[src/rtl/nand_seq_pkg.sv]
package nand_seq_pkg;
  // control word flag positions
  localparam int CW_GO   = 31;
  localparam int CW_CMD  = 30;
  localparam int CW_ADR  = 29;
  localparam int CW_PIO  = 28;
  localparam int CW_TX   = 27;
  localparam int CW_RX   = 26;
  localparam int CW_CMD2 = 25;
  localparam int CW_RDY  = 16;
  localparam int CW_DLEN_LSB = 20;
  localparam int CW_CE_LSB   = 8;
  localparam int CW_ALEN_LSB = 0;

  localparam int BYTE_W = 8;
  localparam int REG_W  = 32;

  // register indices
  localparam logic [2:0] IDX_CTRL = 3'd0;
  localparam logic [2:0] IDX_CMDA = 3'd1;
  localparam logic [2:0] IDX_CMDB = 3'd2;
  localparam logic [2:0] IDX_ADRL = 3'd3;
  localparam logic [2:0] IDX_ADRH = 3'd4;
  localparam logic [2:0] IDX_DATA = 3'd5;

  // phase encoding follows the execution order
  typedef enum logic [2:0] {
    PH_IDLE = 3'd0,
    PH_CMD1 = 3'd1,
    PH_ADDR = 3'd2,
    PH_DATA = 3'd3,
    PH_CMD2 = 3'd4,
    PH_WAIT = 3'd5
  } phase_e;
endpackage

[src/rtl/nand_seq_regs.sv]
module nand_seq_regs
  import nand_seq_pkg::*;
#(
  parameter int PIO_MAX = 4,
  localparam int LANEW = (PIO_MAX > 1) ? $clog2(PIO_MAX) : 1
) (
  input  logic                clk,
  input  logic                rst_n,
  input  logic                wr_en,
  input  logic [2:0]          wr_idx,
  input  logic [REG_W-1:0]    wr_data,
  input  logic [2:0]          rd_idx,
  output logic [REG_W-1:0]    rd_data,
  input  logic                clr_go,
  input  logic                cap_en,
  input  logic [LANEW-1:0]    cap_lane,
  input  logic [BYTE_W-1:0]   cap_byte,
  output logic [REG_W-1:0]    ctrl,
  output logic [BYTE_W-1:0]   cmd_a,
  output logic [BYTE_W-1:0]   cmd_b,
  output logic [REG_W-1:0]    adr_lo,
  output logic [REG_W-1:0]    adr_hi,
  output logic [REG_W-1:0]    pio_word
);
  logic [REG_W-1:0]  ctrl_q, ctrl_d;
  logic [BYTE_W-1:0] cmda_q, cmda_d, cmdb_q, cmdb_d;
  logic [REG_W-1:0]  adrl_q, adrl_d, adrh_q, adrh_d;
  logic [REG_W-1:0]  pio_q, pio_d;
  logic              wr_ok;

  // software access only while no transaction runs
  assign wr_ok = wr_en && !ctrl_q[CW_GO];

  always_comb begin
    ctrl_d = ctrl_q;
    cmda_d = cmda_q;
    cmdb_d = cmdb_q;
    adrl_d = adrl_q;
    adrh_d = adrh_q;
    pio_d  = pio_q;
    if (clr_go) begin
      ctrl_d[CW_GO] = 1'b0;
    end else if (wr_ok && wr_idx == IDX_CTRL) begin
      ctrl_d = wr_data;
    end
    if (wr_ok && wr_idx == IDX_CMDA) cmda_d = wr_data[BYTE_W-1:0];
    if (wr_ok && wr_idx == IDX_CMDB) cmdb_d = wr_data[BYTE_W-1:0];
    if (wr_ok && wr_idx == IDX_ADRL) adrl_d = wr_data;
    if (wr_ok && wr_idx == IDX_ADRH) adrh_d = wr_data;
    if (cap_en) begin
      pio_d[{cap_lane, 3'b000} +: BYTE_W] = cap_byte;
    end else if (wr_ok && wr_idx == IDX_DATA) begin
      pio_d = wr_data;
    end
  end

  always_ff @(posedge clk or negedge rst_n) begin
    if (!rst_n) begin
      ctrl_q <= '0;
      cmda_q <= '0;
      cmdb_q <= '0;
      adrl_q <= '0;
      adrh_q <= '0;
      pio_q  <= '0;
    end else begin
      ctrl_q <= ctrl_d;
      cmda_q <= cmda_d;
      cmdb_q <= cmdb_d;
      adrl_q <= adrl_d;
      adrh_q <= adrh_d;
      pio_q  <= pio_d;
    end
  end

  always_comb begin
    case (rd_idx)
      IDX_CTRL: rd_data = ctrl_q;
      IDX_CMDA: rd_data = {{(REG_W-BYTE_W){1'b0}}, cmda_q};
      IDX_CMDB: rd_data = {{(REG_W-BYTE_W){1'b0}}, cmdb_q};
      IDX_ADRL: rd_data = adrl_q;
      IDX_ADRH: rd_data = adrh_q;
      IDX_DATA: rd_data = pio_q;
      default:  rd_data = '0;
    endcase
  end

  assign ctrl     = ctrl_q;
  assign cmd_a    = cmda_q;
  assign cmd_b    = cmdb_q;
  assign adr_lo   = adrl_q;
  assign adr_hi   = adrh_q;
  assign pio_word = pio_q;

  AST_BUSY_HOLDS_ADDR: assert property (@(posedge clk) disable iff (!rst_n)
    $past(ctrl_q[CW_GO]) |-> $stable(adrl_q)) else $error("address changed while busy");
endmodule

[src/rtl/nand_seq_strobe.sv]
module nand_seq_strobe #(
  parameter int LOW_CYC  = 2,
  parameter int HIGH_CYC = 2,
  localparam int TOT  = LOW_CYC + HIGH_CYC,
  localparam int CNTW = $clog2(TOT)
) (
  input  logic clk,
  input  logic rst_n,
  input  logic go,
  input  logic go_rd,
  output logic active,
  output logic we_n,
  output logic re_n,
  output logic fin,
  output logic sample
);
  logic            act_q, act_d;
  logic            rd_q, rd_d;
  logic [CNTW-1:0] cnt_q, cnt_d;
  logic            low;

  assign low    = act_q && (cnt_q < CNTW'(LOW_CYC));
  assign fin    = act_q && (cnt_q == CNTW'(TOT - 1));
  // last low cycle of a read: data is taken on the edge that raises RE#
  assign sample = act_q && rd_q && (cnt_q == CNTW'(LOW_CYC - 1));

  always_comb begin
    act_d = act_q;
    rd_d  = rd_q;
    cnt_d = cnt_q;
    if (go) begin
      act_d = 1'b1;
      rd_d  = go_rd;
      cnt_d = '0;
    end else if (fin) begin
      act_d = 1'b0;
      cnt_d = '0;
    end else if (act_q) begin
      cnt_d = cnt_q + 1'b1;
    end
  end

  always_ff @(posedge clk or negedge rst_n) begin
    if (!rst_n) begin
      act_q <= 1'b0;
      rd_q  <= 1'b0;
      cnt_q <= '0;
    end else begin
      act_q <= act_d;
      rd_q  <= rd_d;
      cnt_q <= cnt_d;
    end
  end

  assign active = act_q;
  assign we_n   = !(low && !rd_q);
  assign re_n   = !(low && rd_q);

  generate
    if (LOW_CYC >= 2) begin : g_low_chk
      AST_WE_LOW_MIN: assert property (@(posedge clk) disable iff (!rst_n)
        $fell(we_n) |=> !we_n) else $error("WE# low too short");
      AST_RE_LOW_MIN: assert property (@(posedge clk) disable iff (!rst_n)
        $fell(re_n) |=> !re_n) else $error("RE# low too short");
    end
    if (HIGH_CYC >= 2) begin : g_high_chk
      AST_WE_HIGH_MIN: assert property (@(posedge clk) disable iff (!rst_n)
        $rose(we_n) |=> we_n) else $error("WE# high too short");
    end
  endgenerate
endmodule

[src/rtl/nand_seq_ctrl.sv]
module nand_seq_ctrl
  import nand_seq_pkg::*;
#(
  parameter int PIO_MAX = 4,
  localparam int LANEW = (PIO_MAX > 1) ? $clog2(PIO_MAX) : 1
) (
  input  logic                    clk,
  input  logic                    rst_n,
  input  logic [REG_W-1:0]        ctrl,
  input  logic [BYTE_W-1:0]       cmd_a,
  input  logic [BYTE_W-1:0]       cmd_b,
  input  logic [REG_W-1:0]        adr_lo,
  input  logic [REG_W-1:0]        adr_hi,
  input  logic [PIO_MAX*BYTE_W-1:0] pio_word,
  input  logic                    rdy_pin,
  input  logic                    st_fin,
  input  logic                    st_sample,
  output logic                    go,
  output logic                    go_rd,
  output phase_e                  phase,
  output logic [BYTE_W-1:0]       tx_byte,
  output logic                    cap_en,
  output logic [LANEW-1:0]        cap_lane,
  output logic                    clr_go,
  output logic                    done
);
  phase_e          ph_q, ph_d, nxt;
  logic [3:0]      idx_q, idx_d;
  logic            iss_q, iss_d;
  logic            done_q, done_d;
  logic            rdy_s_q;
  logic            fin_seq;
  logic [3:0]      last, dlast;
  logic [2*REG_W-1:0] adr_all;
  logic            unused_bits;

  assign unused_bits = ^{ctrl[24], ctrl[19:17], ctrl[15:4]};
  assign adr_all = {adr_hi, adr_lo};
  assign dlast = (ctrl[CW_DLEN_LSB +: 4] > 4'(PIO_MAX - 1)) ? 4'(PIO_MAX - 1)
                                                           : ctrl[CW_DLEN_LSB +: 4];

  function automatic phase_e pick_next(phase_e cur, logic [REG_W-1:0] cw);
    if (cur < PH_CMD1 && cw[CW_CMD])  return PH_CMD1;
    if (cur < PH_ADDR && cw[CW_ADR])  return PH_ADDR;
    if (cur < PH_DATA && cw[CW_PIO])  return PH_DATA;
    if (cur < PH_CMD2 && cw[CW_CMD2]) return PH_CMD2;
    if (cur < PH_WAIT && cw[CW_RDY])  return PH_WAIT;
    return PH_IDLE;
  endfunction

  always_comb begin
    case (ph_q)
      PH_ADDR: last = ctrl[CW_ALEN_LSB +: 4];
      PH_DATA: last = dlast;
      default: last = 4'd0;
    endcase
  end

  always_comb begin
    ph_d    = ph_q;
    idx_d   = idx_q;
    iss_d   = iss_q;
    fin_seq = 1'b0;
    go      = 1'b0;
    nxt     = pick_next(ph_q, ctrl);
    case (ph_q)
      PH_IDLE: begin
        if (ctrl[CW_GO]) begin
          ph_d  = nxt;
          idx_d = '0;
          iss_d = 1'b0;
          if (nxt == PH_IDLE) fin_seq = 1'b1;
        end
      end
      PH_WAIT: begin
        if (rdy_s_q) begin
          ph_d    = PH_IDLE;
          fin_seq = 1'b1;
        end
      end
      default: begin
        if (!iss_q) begin
          go    = 1'b1;
          iss_d = 1'b1;
        end else if (st_fin) begin
          iss_d = 1'b0;
          if (idx_q == last) begin
            ph_d  = nxt;
            idx_d = '0;
            if (nxt == PH_IDLE) fin_seq = 1'b1;
          end else begin
            idx_d = idx_q + 4'd1;
          end
        end
      end
    endcase
    done_d = fin_seq;
  end

  always_ff @(posedge clk or negedge rst_n) begin
    if (!rst_n) begin
      ph_q    <= PH_IDLE;
      idx_q   <= '0;
      iss_q   <= 1'b0;
      done_q  <= 1'b0;
      rdy_s_q <= 1'b0;
    end else begin
      ph_q    <= ph_d;
      idx_q   <= idx_d;
      iss_q   <= iss_d;
      done_q  <= done_d;
      rdy_s_q <= rdy_pin;
    end
  end

  always_comb begin
    case (ph_q)
      PH_CMD1: tx_byte = cmd_a;
      PH_CMD2: tx_byte = cmd_b;
      PH_ADDR: tx_byte = idx_q[3] ? '0 : adr_all[{idx_q[2:0], 3'b000} +: BYTE_W];
      PH_DATA: tx_byte = pio_word[{idx_q[LANEW-1:0], 3'b000} +: BYTE_W];
      default: tx_byte = '0;
    endcase
  end

  assign go_rd    = (ph_q == PH_DATA) && ctrl[CW_RX];
  assign cap_en   = st_sample && (ph_q == PH_DATA);
  assign cap_lane = idx_q[LANEW-1:0];
  assign clr_go   = fin_seq;
  assign done     = done_q;
  assign phase    = ph_q;

  AST_DONE_PULSE: assert property (@(posedge clk) disable iff (!rst_n)
    done_q |=> !done_q) else $error("done longer than one cycle");
  AST_WAIT_GATES_DONE: assert property (@(posedge clk) disable iff (!rst_n)
    (ph_q == PH_WAIT && !rdy_s_q) |=> !done_q) else $error("done while busy");
  AST_PHASE_ORDER: assert property (@(posedge clk) disable iff (!rst_n)
    (ph_q != $past(ph_q) && ph_q != PH_IDLE) |-> (ph_q > $past(ph_q)))
    else $error("phase went backwards");
endmodule

[src/rtl/nand_cmd_seq.sv]
module nand_cmd_seq
  import nand_seq_pkg::*;
#(
  parameter int NUM_CE   = 8,
  parameter int LOW_CYC  = 2,
  parameter int HIGH_CYC = 2
) (
  input  logic               clk,
  input  logic               rst_n,
  input  logic               reg_wr_en,
  input  logic [2:0]         reg_wr_idx,
  input  logic [31:0]        reg_wr_data,
  input  logic [2:0]         reg_rd_idx,
  output logic [31:0]        reg_rd_data,
  output logic               done,
  output logic [NUM_CE-1:0]  nand_ce_n,
  output logic               nand_cle,
  output logic               nand_ale,
  output logic               nand_we_n,
  output logic               nand_re_n,
  output logic [7:0]         nand_dq_out,
  output logic               nand_dq_oe,
  input  logic [7:0]         nand_dq_in,
  input  logic               nand_rdy
);
  localparam int PIO_MAX = REG_W / BYTE_W;
  localparam int LANEW   = $clog2(PIO_MAX);

  logic [1:0]          rst_pipe;
  logic                rst_s_n;
  logic [REG_W-1:0]    ctrl, adr_lo, adr_hi, pio_word;
  logic [BYTE_W-1:0]   cmd_a, cmd_b, tx_byte;
  logic                clr_go, cap_en, go, go_rd;
  logic [LANEW-1:0]    cap_lane;
  logic                st_act, st_fin, st_sample;
  phase_e              phase;

  // asynchronous assertion, synchronous release
  always_ff @(posedge clk or negedge rst_n) begin
    if (!rst_n) rst_pipe <= 2'b00;
    else        rst_pipe <= {rst_pipe[0], 1'b1};
  end
  assign rst_s_n = rst_pipe[1];

  nand_seq_regs #(.PIO_MAX(PIO_MAX)) u_regs (
    .clk(clk), .rst_n(rst_s_n),
    .wr_en(reg_wr_en), .wr_idx(reg_wr_idx), .wr_data(reg_wr_data),
    .rd_idx(reg_rd_idx), .rd_data(reg_rd_data),
    .clr_go(clr_go), .cap_en(cap_en), .cap_lane(cap_lane), .cap_byte(nand_dq_in),
    .ctrl(ctrl), .cmd_a(cmd_a), .cmd_b(cmd_b),
    .adr_lo(adr_lo), .adr_hi(adr_hi), .pio_word(pio_word)
  );

  nand_seq_ctrl #(.PIO_MAX(PIO_MAX)) u_ctrl (
    .clk(clk), .rst_n(rst_s_n),
    .ctrl(ctrl), .cmd_a(cmd_a), .cmd_b(cmd_b),
    .adr_lo(adr_lo), .adr_hi(adr_hi), .pio_word(pio_word),
    .rdy_pin(nand_rdy), .st_fin(st_fin), .st_sample(st_sample),
    .go(go), .go_rd(go_rd), .phase(phase), .tx_byte(tx_byte),
    .cap_en(cap_en), .cap_lane(cap_lane), .clr_go(clr_go), .done(done)
  );

  nand_seq_strobe #(.LOW_CYC(LOW_CYC), .HIGH_CYC(HIGH_CYC)) u_strobe (
    .clk(clk), .rst_n(rst_s_n),
    .go(go), .go_rd(go_rd),
    .active(st_act), .we_n(nand_we_n), .re_n(nand_re_n),
    .fin(st_fin), .sample(st_sample)
  );

  assign nand_ce_n   = ctrl[CW_GO] ? ~ctrl[CW_CE_LSB +: NUM_CE] : '1;
  assign nand_cle    = st_act && (phase == PH_CMD1 || phase == PH_CMD2);
  assign nand_ale    = st_act && (phase == PH_ADDR);
  assign nand_dq_oe  = st_act && !go_rd;
  assign nand_dq_out = tx_byte;

  AST_GO_CLEAR_AT_DONE: assert property (@(posedge clk) disable iff (!rst_s_n)
    done |-> !ctrl[CW_GO]) else $error("start bit still set at done");
  AST_CLE_ALE_EXCL: assert property (@(posedge clk) disable iff (!rst_s_n)
    nand_cle |-> !nand_ale) else $error("CLE and ALE together");
  AST_OE_NOT_READING: assert property (@(posedge clk) disable iff (!rst_s_n)
    nand_dq_oe |-> nand_re_n) else $error("bus driven during read");
endmodule

[config.mk]
export PLATFORM = sky130hd
export DESIGN_NAME = nand_cmd_seq
export DESIGN_NICKNAME = d
export VERILOG_FILES = /design/src/rtl/nand_seq_pkg.sv /design/src/rtl/nand_seq_regs.sv /design/src/rtl/nand_seq_strobe.sv /design/src/rtl/nand_seq_ctrl.sv /design/src/rtl/nand_cmd_seq.sv
export SDC_FILE = /design/constraint.sdc
export NUM_CORES = 1
export LEC_CHECK = 0
export BUFFER_PORTS_ARGS = -buffer_cell sky130_fd_sc_hd__buf_2
export CORE_MARGIN = 4
export CORE_UTILIZATION = 64
export CTS_CLUSTER_SIZE = 25
export DETAILED_ROUTE_END_ITERATION = 6
export PLACE_DENSITY = 0.86
export SLEW_MARGIN = 10
export SYNTH_ARGS = -nofsm -noshare
export SYNTH_HDL_FRONTEND = slang
export SYNTH_HIERARCHICAL = 1
export SYNTH_SLANG_ARGS = --single-unit
[constraint.sdc]
create_clock -name clk -period 9.8 [get_ports clk]
set_clock_uncertainty 0.05 [all_clocks]
set_input_delay 0 -clock clk [delete_from_list [all_inputs] [get_ports clk]]
set_output_delay 0 -clock clk [all_outputs]
set_load 0.02 [all_outputs]
[Yosys cells after proc, flatten, opt, wreduce, memory -nomap -nowiden]
Index checks and enable logic that the tools add are counted.
Storage, ports and cells
  memories kept: 0
  bits in read-only memories: 0
  output and inout port bits: 54
  word-level logic and storage cells: 165
  RAM bits: 0
  register bits: 160
  input port bits: 50
  bits in latches: 0
Cells by class
  multiply operators: 0
  muxes and demuxes: 65
  shift-type cells: 4
  div/mod/pow operators: 0
  eq/ne operators: 20
  bitwise operators: 3
  add/subtract/negate cells: 3
  magnitude comparators: 7
  reduce and logical (&&, ||, !) cells: 47
Operators by type and width (count)
  $pmux 32 s6: 1
  $mux 32: 3
  $shiftx 64x7->8: 1
  $mux 3: 15
  $bwmux 32: 1
  $pmux 8 s4: 1
  $shift 8x7->32 const A: 1
  $shiftx 32x6->8: 1
  $shiftx 8x7->32: 1
  $mux 1: 29
  $logic_and 1x1->1: 23
  $mux 4: 5
  $eq 3x2->1 const B: 6
  $eq 3x3->1 const B: 6
  $mux 8: 2
  $pmux 4 s2: 2
  $logic_not 3->1: 4
  $reduce_bool 3->1: 4
  $reduce_bool 2->1: 5
  $eq 3x1->1 const B: 3
  $not 8->8: 1
  $neg 5->7: 1
  $lt 3x2->1 const B: 2
  $lt 3x3->1 const B: 2
  other kinds (20): 29

[Longest topological paths before layout]
Gate-level depths: netlist of run 1.
  word-level depth: 26
  depth in mapped cells: 12
  depth with buffers taken out: 8

[Modules after synthesis]
The synthesis of run 1 kept the hierarchy.
Modules (own cells, without submodules)
  nand_seq_regs: cells an instance 558, area each 6994.2 sq um, instances 1
  nand_seq_ctrl: cells an instance 187, area each 1840.5 sq um, instances 1
  nand_seq_strobe: cells an instance 22, area each 219.0 sq um, instances 1
  nand_cmd_seq: cells an instance 16, area each 128.9 sq um, instances 1

[Least setup slack after synthesis of run 1]
OpenSTA, ideal clock, no wires.
  path type: flip-flop to flip-flop
  start point: reg u_ctrl.ph_q[0], in the netlist u_ctrl/phase[0]
  end point: reg u_regs.ctrl_q[10], in the netlist u_regs/ctrl[10]
  path slack: 6911 ps
  arrival: 2714 ps
  library setup time: 125 ps
  stages on the path, launching flop included: 11
  period minus slack after synthesis: 2889 ps
  path through: dfrtp_1 buf_6 nor4b_4 or4_1 and4_4 a32oi_2 o32ai_1 or4_1 buf_6 buf_12 mux2_4
Between the ends
  longest elaborated chain between the ends: 20
Ends and longest elaborated chain
  from (decl): RTL line nand_seq_ctrl.sv:27  | phase_e ph_q, ph_d, nxt;
  from (signal assigned): RTL line nand_seq_ctrl.sv:108  | ph_q <= ph_d;
  $lt 3x3->1: RTL line nand_seq_ctrl.sv:47  | if (cur < PH_WAIT && cw[CW_RDY]) return PH_WAIT;
  $logic_and 1x1->1: RTL line nand_seq_ctrl.sv:47
  $mux 1 (2 in series): RTL line nand_seq_ctrl.sv:47
  $mux 1: RTL line nand_seq_ctrl.sv:46  | if (cur < PH_CMD2 && cw[CW_CMD2]) return PH_CMD2;
  $mux 1: RTL line nand_seq_ctrl.sv:45  | if (cur < PH_DATA && cw[CW_PIO]) return PH_DATA;
  $mux 1: RTL line nand_seq_ctrl.sv:44  | if (cur < PH_ADDR && cw[CW_ADR]) return PH_ADDR;
  $mux 3: RTL line nand_seq_ctrl.sv:48  | return PH_IDLE;
  $mux 3: RTL line nand_seq_ctrl.sv:47
  [4 not listed]
  $mux 1: RTL line nand_seq_ctrl.sv:72, nand_seq_ctrl.sv:90
  $mux 1: RTL line nand_seq_ctrl.sv:87  | if (idx_q == last) begin
  $mux 1: RTL line nand_seq_ctrl.sv:85  | end else if (st_fin) begin
  $mux 1: RTL line nand_seq_ctrl.sv:82  | if (!iss_q) begin
  $pmux 1 s2 *: RTL line nand_seq_ctrl.sv:66  | case (ph_q)
  named net clr_go: RTL line nand_cmd_seq.sv:33  | logic clr_go, cap_en, go, go_rd;
  $not 1->1 (no line) *
  $reduce_and 2->1 (no line) *
  to (signal assigned): RTL line nand_seq_regs.sv:66  | ctrl_q <= ctrl_d;
  to (decl): RTL line nand_seq_regs.sv:25  | logic [REG_W-1:0] ctrl_q, ctrl_d;
Mark *: on every way through the listed nets, which the timed path passes. The rest lies on a longest branch. The select of a mux whose other input is x is not followed.
A chain may end at the register's enable or synchronous reset.

[Worst setup path in the final report of run 1]
  start point: reg u_ctrl.ph_q[0], in the netlist u_ctrl/phase[0]
  end point: reg u_regs.ctrl_q[29], in the netlist u_regs/ctrl[29]
Same word-level chain as after synthesis.

==> key figures, run 1 <==
Worst setup path
  – Critical path class: reg -> reg
  – Critical path, cell by cell: nor2_1 > or4_1 > and4_4 > a32oi_2 > o32ai_1 > or4_2 > mux2_4
  – Crit path required time: 10.06 ns
  – Critical path's top delay family: simple AND/OR/NAND/NOR gates
  – Critical Path AT: 4.44 ns
  – Crit-path max cell delay: 1.25 ns
  – CP bufs+invs: 0
  – Slowest cell on crit path: or4_2
  – CP max FO: 32
  – Critical Path Start Type: register
  – Crit path capture type: register

Synthesis
  – Syn. warnings: 6
  – Async SR Flop Fraction: 100%
  – Synth area leaders: dfrtp_1 44%, mux2_2 10%, mux4_2 6.9%
  – Syn nets: 841
  – Syn_area_per_cell: 11.7 sq um
  – Sequential-to-total area share from yosys stat: 43.6%
  – Cell Area, Synth: 0.00918 sq mm
  – Cell variety after synth: 67
  – Flops & latches, synth: 160
  – Primary FF master, synth: dfrtp_1
  – Post-synth EDFFs: 0
  – Leading area contributor after synthesis: dfrtp_1
  – Top-area cell type share of the netlist area: 43.6%
  – Cell count after synthesis: 783

Drt
  – DRT antenna net count: 0
  – Routed length per placed instance: 27.9 um
  – DR vias: 8039
  – Detailed Routing Iterations Pass 1: 6
  – 1st-iter DRT viols: 1106
  – Via-to-Cell Ratio: 7.34
  – Drc violations: 0
  – Routed wire length: 30500 um

Place
  – HPWL Detailed: 19000 um
  – Port Buf Inserts: 103
  – Area after DPL: 0.00974 sq mm
  – Placer Congestion: 0.908

Clock network
  – Worst-path clk slew: 0.07 ns
  – TritonCTS clock tree: yes
  – Clk_lat worst skew: 0.43 ns
  – Clk buf depth: 2
  – Hold_buf cts: 44
  – Root buffer cell: clkbuf_16
  – Num CTS Buffers: 17
  – TritonCTS Sinks: 160
  – # Post-CTS Setup Buffers: 0
  – H-tree depth: 4
  – Post-CTS sizing: 0

STA
  – TNS Setup: 0 ns
  – Relative slew margins: 10.9%
  – Count of final setup violators: 0
  – Max Slew Vio Count: 0
  – Highest clock rate: 0.239 GHz
  – Period Utilization, post-route: 42.7%
  – Transition time of the tightest slew-check pin: 1.32 ns
  – RSZ-0062 raised after global routing: no
  – Fin crit period: 4.18 ns
  – Final hold vios: 0

Final layout
  – Post-route cell area: 0.0108 sq mm
  – FILL cells: 853
  – Layout cells sized above 1: 34.5%
  – Antenna diodes: 0
  – Area Growth Syn to Fin: 17.3%
  – Nets: 963

Global routing
  – First-pass GRT wire length: 46700 um
  – GRT Util Overall: 37.9%
  – Pin count of the biggest net entering global routing: 87
  – Antenna violations before repair: 2
  – Number of global-route vias before repair: 7994
  – GRT Residual Overflow: 0

Die
  – Core area: 0.0140 sq mm
  – Initial Utilization: 65.6%
  – Site Rows: 43
  – Io pins: 104
  – Die Span X: 128 um
  – Chip height: 128 um
  – DIE AREA: 0.0163 sq mm

Hold path
  – Worst Hold Class: in -> reg

Run status
  – Status: finished clean

Power
  – Peak VDD IR: 147 uV
  – Power Density: 300 mW/mm^2
  – Static Leak: 0.00486 uW

Flow run
  – Max-Cap Viols: 0
## layer usage
layer,vias up,global-route usage (%),wire (um)
met1,3873,50.3,10800
met5,-,0,27
met3,200,9.25,3960
met2,791,56.5,13700
met4,4,23.5,2030
li1,3171,-,-
## cells in the mapped netlist (3+ instances only)
library cell and number:
inv_1 38, nor2_1 33, or3_1 3, buf_4 3, nor3b_1 4, nand2_1 37
and3_1 4, clkbuf_1 28, or2_2 3, nor2b_1 10, dfrtp_1 160, o21ai_1 3
nand2b_1 4, o21ai_0 16, nor3_1 6, mux4_2 28, nor4bb_1 3, ha_1 8
mux2i_1 56, mux2_2 83, o221ai_1 11, buf_1 6, mux2_4 31, o22ai_1 32
buf_12 3, and2_1 6, nand3_1 6, a22oi_1 33, a21oi_1 45, a221oi_1 15
buf_2 18
## worst register-to-register path: cells and delay by family (launching register included)
kind	cells	cell delay, ns
simple gates	4	2.11
flops	1	0.91
mux	1	0.53
compound gates	2	0.44
## sequential cells by signal (all words and copies together) (netlist names), 2 cells and up
signal           flops
rst_pipe             2
u_ctrl/phase         3
u_regs/adr_hi       32
u_regs/ctrl         32
u_regs/cmd_b         8
u_regs/adr_lo       32
u_ctrl/idx_q         4
u_strobe/cnt_q       2
u_regs/pio_word     32
u_regs/cmd_a         8
## logic make-up after synthesis
group                    count (synthesis)  synth area share (%)
AO/OA/AOI/OAI                          172                  12.6
XOR/XNOR                                 6                 0.736
adder cells (fa/ha/maj)                  8                  1.09
buffers and inverters                   98                  5.07
flip-flops                             160                  43.6
multiplexers                           198                  28.2
other                                    1                0.0408
AND/OR/NAND/NOR                        140                  8.64
## per-stage QoR
stage / hold WS, ns / setup WS [ns] / utilization (%) / total power [uW] / instances
after floorplan: -0.346 / 4.96 / - / 2080 / 783
after global placement: -0.266 / 5.91 / 69.6 / 2390 / 1021
after detailed placement: -0.262 / 5.75 / 69.6 / 2480 / 1021
after CTS: 0.123 / 5.73 / 76.8 / 3160 / 1094
after global routing: 0.172 / 5.51 / 77.0 / 3350 / 1095
final: 0.150 / 5.62 / 77.0 / 3230 / 1095
## final timing paths
path,start,to,slack (ns),cells after the start
min,reg_wr_en,u_regs/pio_word[31],0.15,5
max in group asynchronous,rst_pipe[1],u_regs/adr_lo[4],8.16,1
min in group asynchronous,rst_pipe[1],u_regs/adr_hi[31],0.21,0
max,u_ctrl/phase[0],u_regs/ctrl[29],5.62,7
min reg2reg,rst_pipe[1],u_regs/adr_hi[31],0.21,0
max reg2reg,u_ctrl/phase[0],u_regs/ctrl[29],5.62,7
## placed cells by master (no fill, tap or decap), types with 3 or more instances in the layout
cell type / Yosys / layout
a22oi_1: 33 / 33
inv_1: 38 / 38
nor2b_1: 10 / 10
buf_4: 3 / 15
nor2_1: 33 / 31
mux2_4: 31 / 31
buf_2: 18 / 103
and2_1: 6 / 6
and3_1: 4 / 4
nand2_1: 37 / 37
clkinv_4: 0 / 4
clkbuf_16: 0 / 17
o22ai_1: 32 / 32
dfrtp_1: 160 / 158
dlygate4sd3_1: 0 / 44
mux2i_1: 56 / 56
a221oi_1: 15 / 15
clkinvlp_4: 0 / 3
ha_1: 8 / 8
nand2b_1: 4 / 4
nor3b_1: 4 / 4
or2_2: 3 / 3
mux2_2: 83 / 83
a21oi_1: 45 / 45
nand3_1: 6 / 6
o221ai_1: 11 / 11
or3_1: 3 / 3
o21ai_0: 16 / 16
o21ai_1: 3 / 3
nor3_1: 6 / 6
mux4_2: 28 / 28
## final cells by class
cell class                 count  area, sq um  share of cell area [%]
multi-input combinational    525         4730                    43.9
sequential                   160         4010                    37.2
timing repair buffer         163         1100                    10.2
clock buffer                  17          425                    3.95
tap                          180          225                    2.09
inverter                      38          143                    1.32
clock inverter                12          140                    1.30
## power breakdown
part / internal [uW] / leakage [uW] / total (uW) / switching (uW)
clock: 373 / 0.000268 / 656 / 283
sequential: 938 / 0.00189 / 1280 / 347
combinational: 639 / 0.00270 / 1290 / 649
total: 1950 / 0.00486 / 3230 / 1280
(Power assumes the default switching activity.)
==> run 2, diff against run 1 <==
Settings changed: CORE_UTILIZATION 64 to 54, PLACE_DENSITY 0.86 to 0.77.
Clock period 9.8 ns to 3.5 ns, I/O delays scaled along.
==> key figures, run 2 (same netlist as run 1, synthesis figures left out) <==
Run status
  – Status: finished clean

Global routing
  – GRT Util Overall: 28.5%
  – GRT Residual Overflow: 0
  – Number of global-route vias before repair: 7355
  – Antenna violations before repair: 0
  – First-pass GRT wire length: 42800 um
  – Pin count of the biggest net entering global routing: 60

Die
  – Chip height: 138 um
  – DIE AREA: 0.0192 sq mm
  – Initial Utilization: 55.2%
  – Core area: 0.0166 sq mm
  – Die Span X: 138 um
  – Site Rows: 47
  – Io pins: 104

STA
  – Highest clock rate: 0.318 GHz
  – Fin crit period: 3.15 ns
  – RSZ-0062 raised after global routing: no
  – Count of final setup violators: 0
  – Max Slew Vio Count: 0
  – Final hold vios: 0
  – Period Utilization, post-route: 89.9%
  – TNS Setup: 0 ns
  – Transition time of the tightest slew-check pin: 1.03 ns
  – Relative slew margins: 31.3%
  – Final hold slack: 0.0617 ns

Final layout
  – Final design utilization: 65.6%
  – Most frequent cells in the layout: 158 x dfrtp_1, 103 x buf_2, 83 x mux2_2
  – Commonest non-fill, non-tap cell in the layout: dfrtp_1
  – FILL cells: 1238
  – Post-route cell area: 0.0109 sq mm
  – Antenna diodes: 0
  – Area Growth Syn to Fin: 18.9%
  – Fin cells: 1150
  – Layout cells sized above 1: 35.4%
  – Nets: 976

Power
  – Peak VDD IR: 473 uV
  – Power Density: 822 mW/mm^2
  – Static Leak: 0.00494 uW

Worst setup path
  – Critical path class: reg -> reg
  – Crit path required time: 3.77 ns
  – Worst reg-to-reg path cell count: 8
  – Critical Path AT: 3.41 ns
  – CP max FO: 17
  – Crit path capture type: register
  – Critical Path Start Type: register

Drt
  – Routed wire length: 27500 um
  – DR vias: 7442
  – Via-to-Cell Ratio: 6.47
  – 1st-iter DRT viols: 881
  – Detailed Routing Iterations Pass 1: 5
  – Routed length per placed instance: 23.9 um
  – Drc violations: 0
  – DRT antenna net count: 0

Place
  – Area after DPL: 0.00989 sq mm
  – HPWL Detailed: 19100 um
  – Port Buf Inserts: 103
  – Placer Congestion: 0.944
  – Placed Cells incl. Taps: 1076

Clock network
  – Post-CTS sizing: 0
  – TritonCTS clock tree: yes
  – Clk buf depth: 2
  – Root buffer cell: clkbuf_16
  – TritonCTS Sinks: 160
  – Num CTS Buffers: 17
  – Clk_lat worst skew: 0.43 ns
  – H-tree depth: 4
  – Worst-path clk slew: 0.06 ns

Hold path
  – Worst Hold Class: in -> reg
  – Hold path depth: 4

Flow run
  – Max-Cap Viols: 0
-- run 2: area by class of cell --
class                   count  area (sq um)  area share [%]
multi-input cells         525          4720            43.2
flip-flops and latches    160          4010            36.7
repair buffers            176          1170            10.7
clock buffers              21           470            4.31
well taps                 220           275            2.52
inverters                  38           143            1.31
clock inverters            10           134            1.23
-- run 2: path summary, 6_finish.rpt --
kind	slack (ns)	startpoint	endpoint
setup / recovery	0.35	u_ctrl/phase[0]	u_regs/ctrl[28]
hold / removal	0.06	reg_wr_en	u_regs/adr_lo[8]
setup reg to reg	0.35	u_ctrl/phase[0]	u_regs/ctrl[28]
hold reg to reg	0.30	rst_pipe[0]	rst_pipe[1]
max in group asynchronous	2.11	rst_pipe[1]	u_regs/pio_word[22]
min in group asynchronous	0.36	rst_pipe[1]	u_regs/adr_lo[24]
-- run 2: layer usage --
layer / vias to the layer above / track usage (%) / routed length, um
met5: - / 0 / 0
met4: 0 / 8.58 / 611
met3: 49 / 7.91 / 2850
met2: 454 / 42.7 / 12400
met1: 3730 / 40.8 / 11600
li1: 3209 / - / -
-- run 2: timing repair --
action | in CTS | in global routing
setup buffers | 0 | 0
hold buffers | 43 | 0
hold endpoints to repair | 147 | 0
-- run 2: metrics by stage --
step / total power, uW / setup slack [ns]
final: 8980 / 0.353
after CTS: 8920 / 0.401
after global routing: 9410 / 0.255
after floorplan: 5830 / 0.611
after detailed placement: 6950 / 0.421
after global placement: 6830 / 0.469
-- run 2: power breakdown --
part           internal (uW)  switching (uW)  leakage [uW]
Clock                   1170             739      0.000295
Combinational           1810            1810       0.00276
Sequential              2630             809       0.00189
Total                   5620            3360       0.00494
-- run 2: critical path, stage by stage, from the launching register on --
cell	delay, ns
dfrtp_1	0.42
nor4b_4	0.15
or4_1	0.51
and4_4	0.23
a32oi_2	0.22
o32ai_1	0.16
or4_2	0.66
buf_4	0.28
mux2_4	0.34
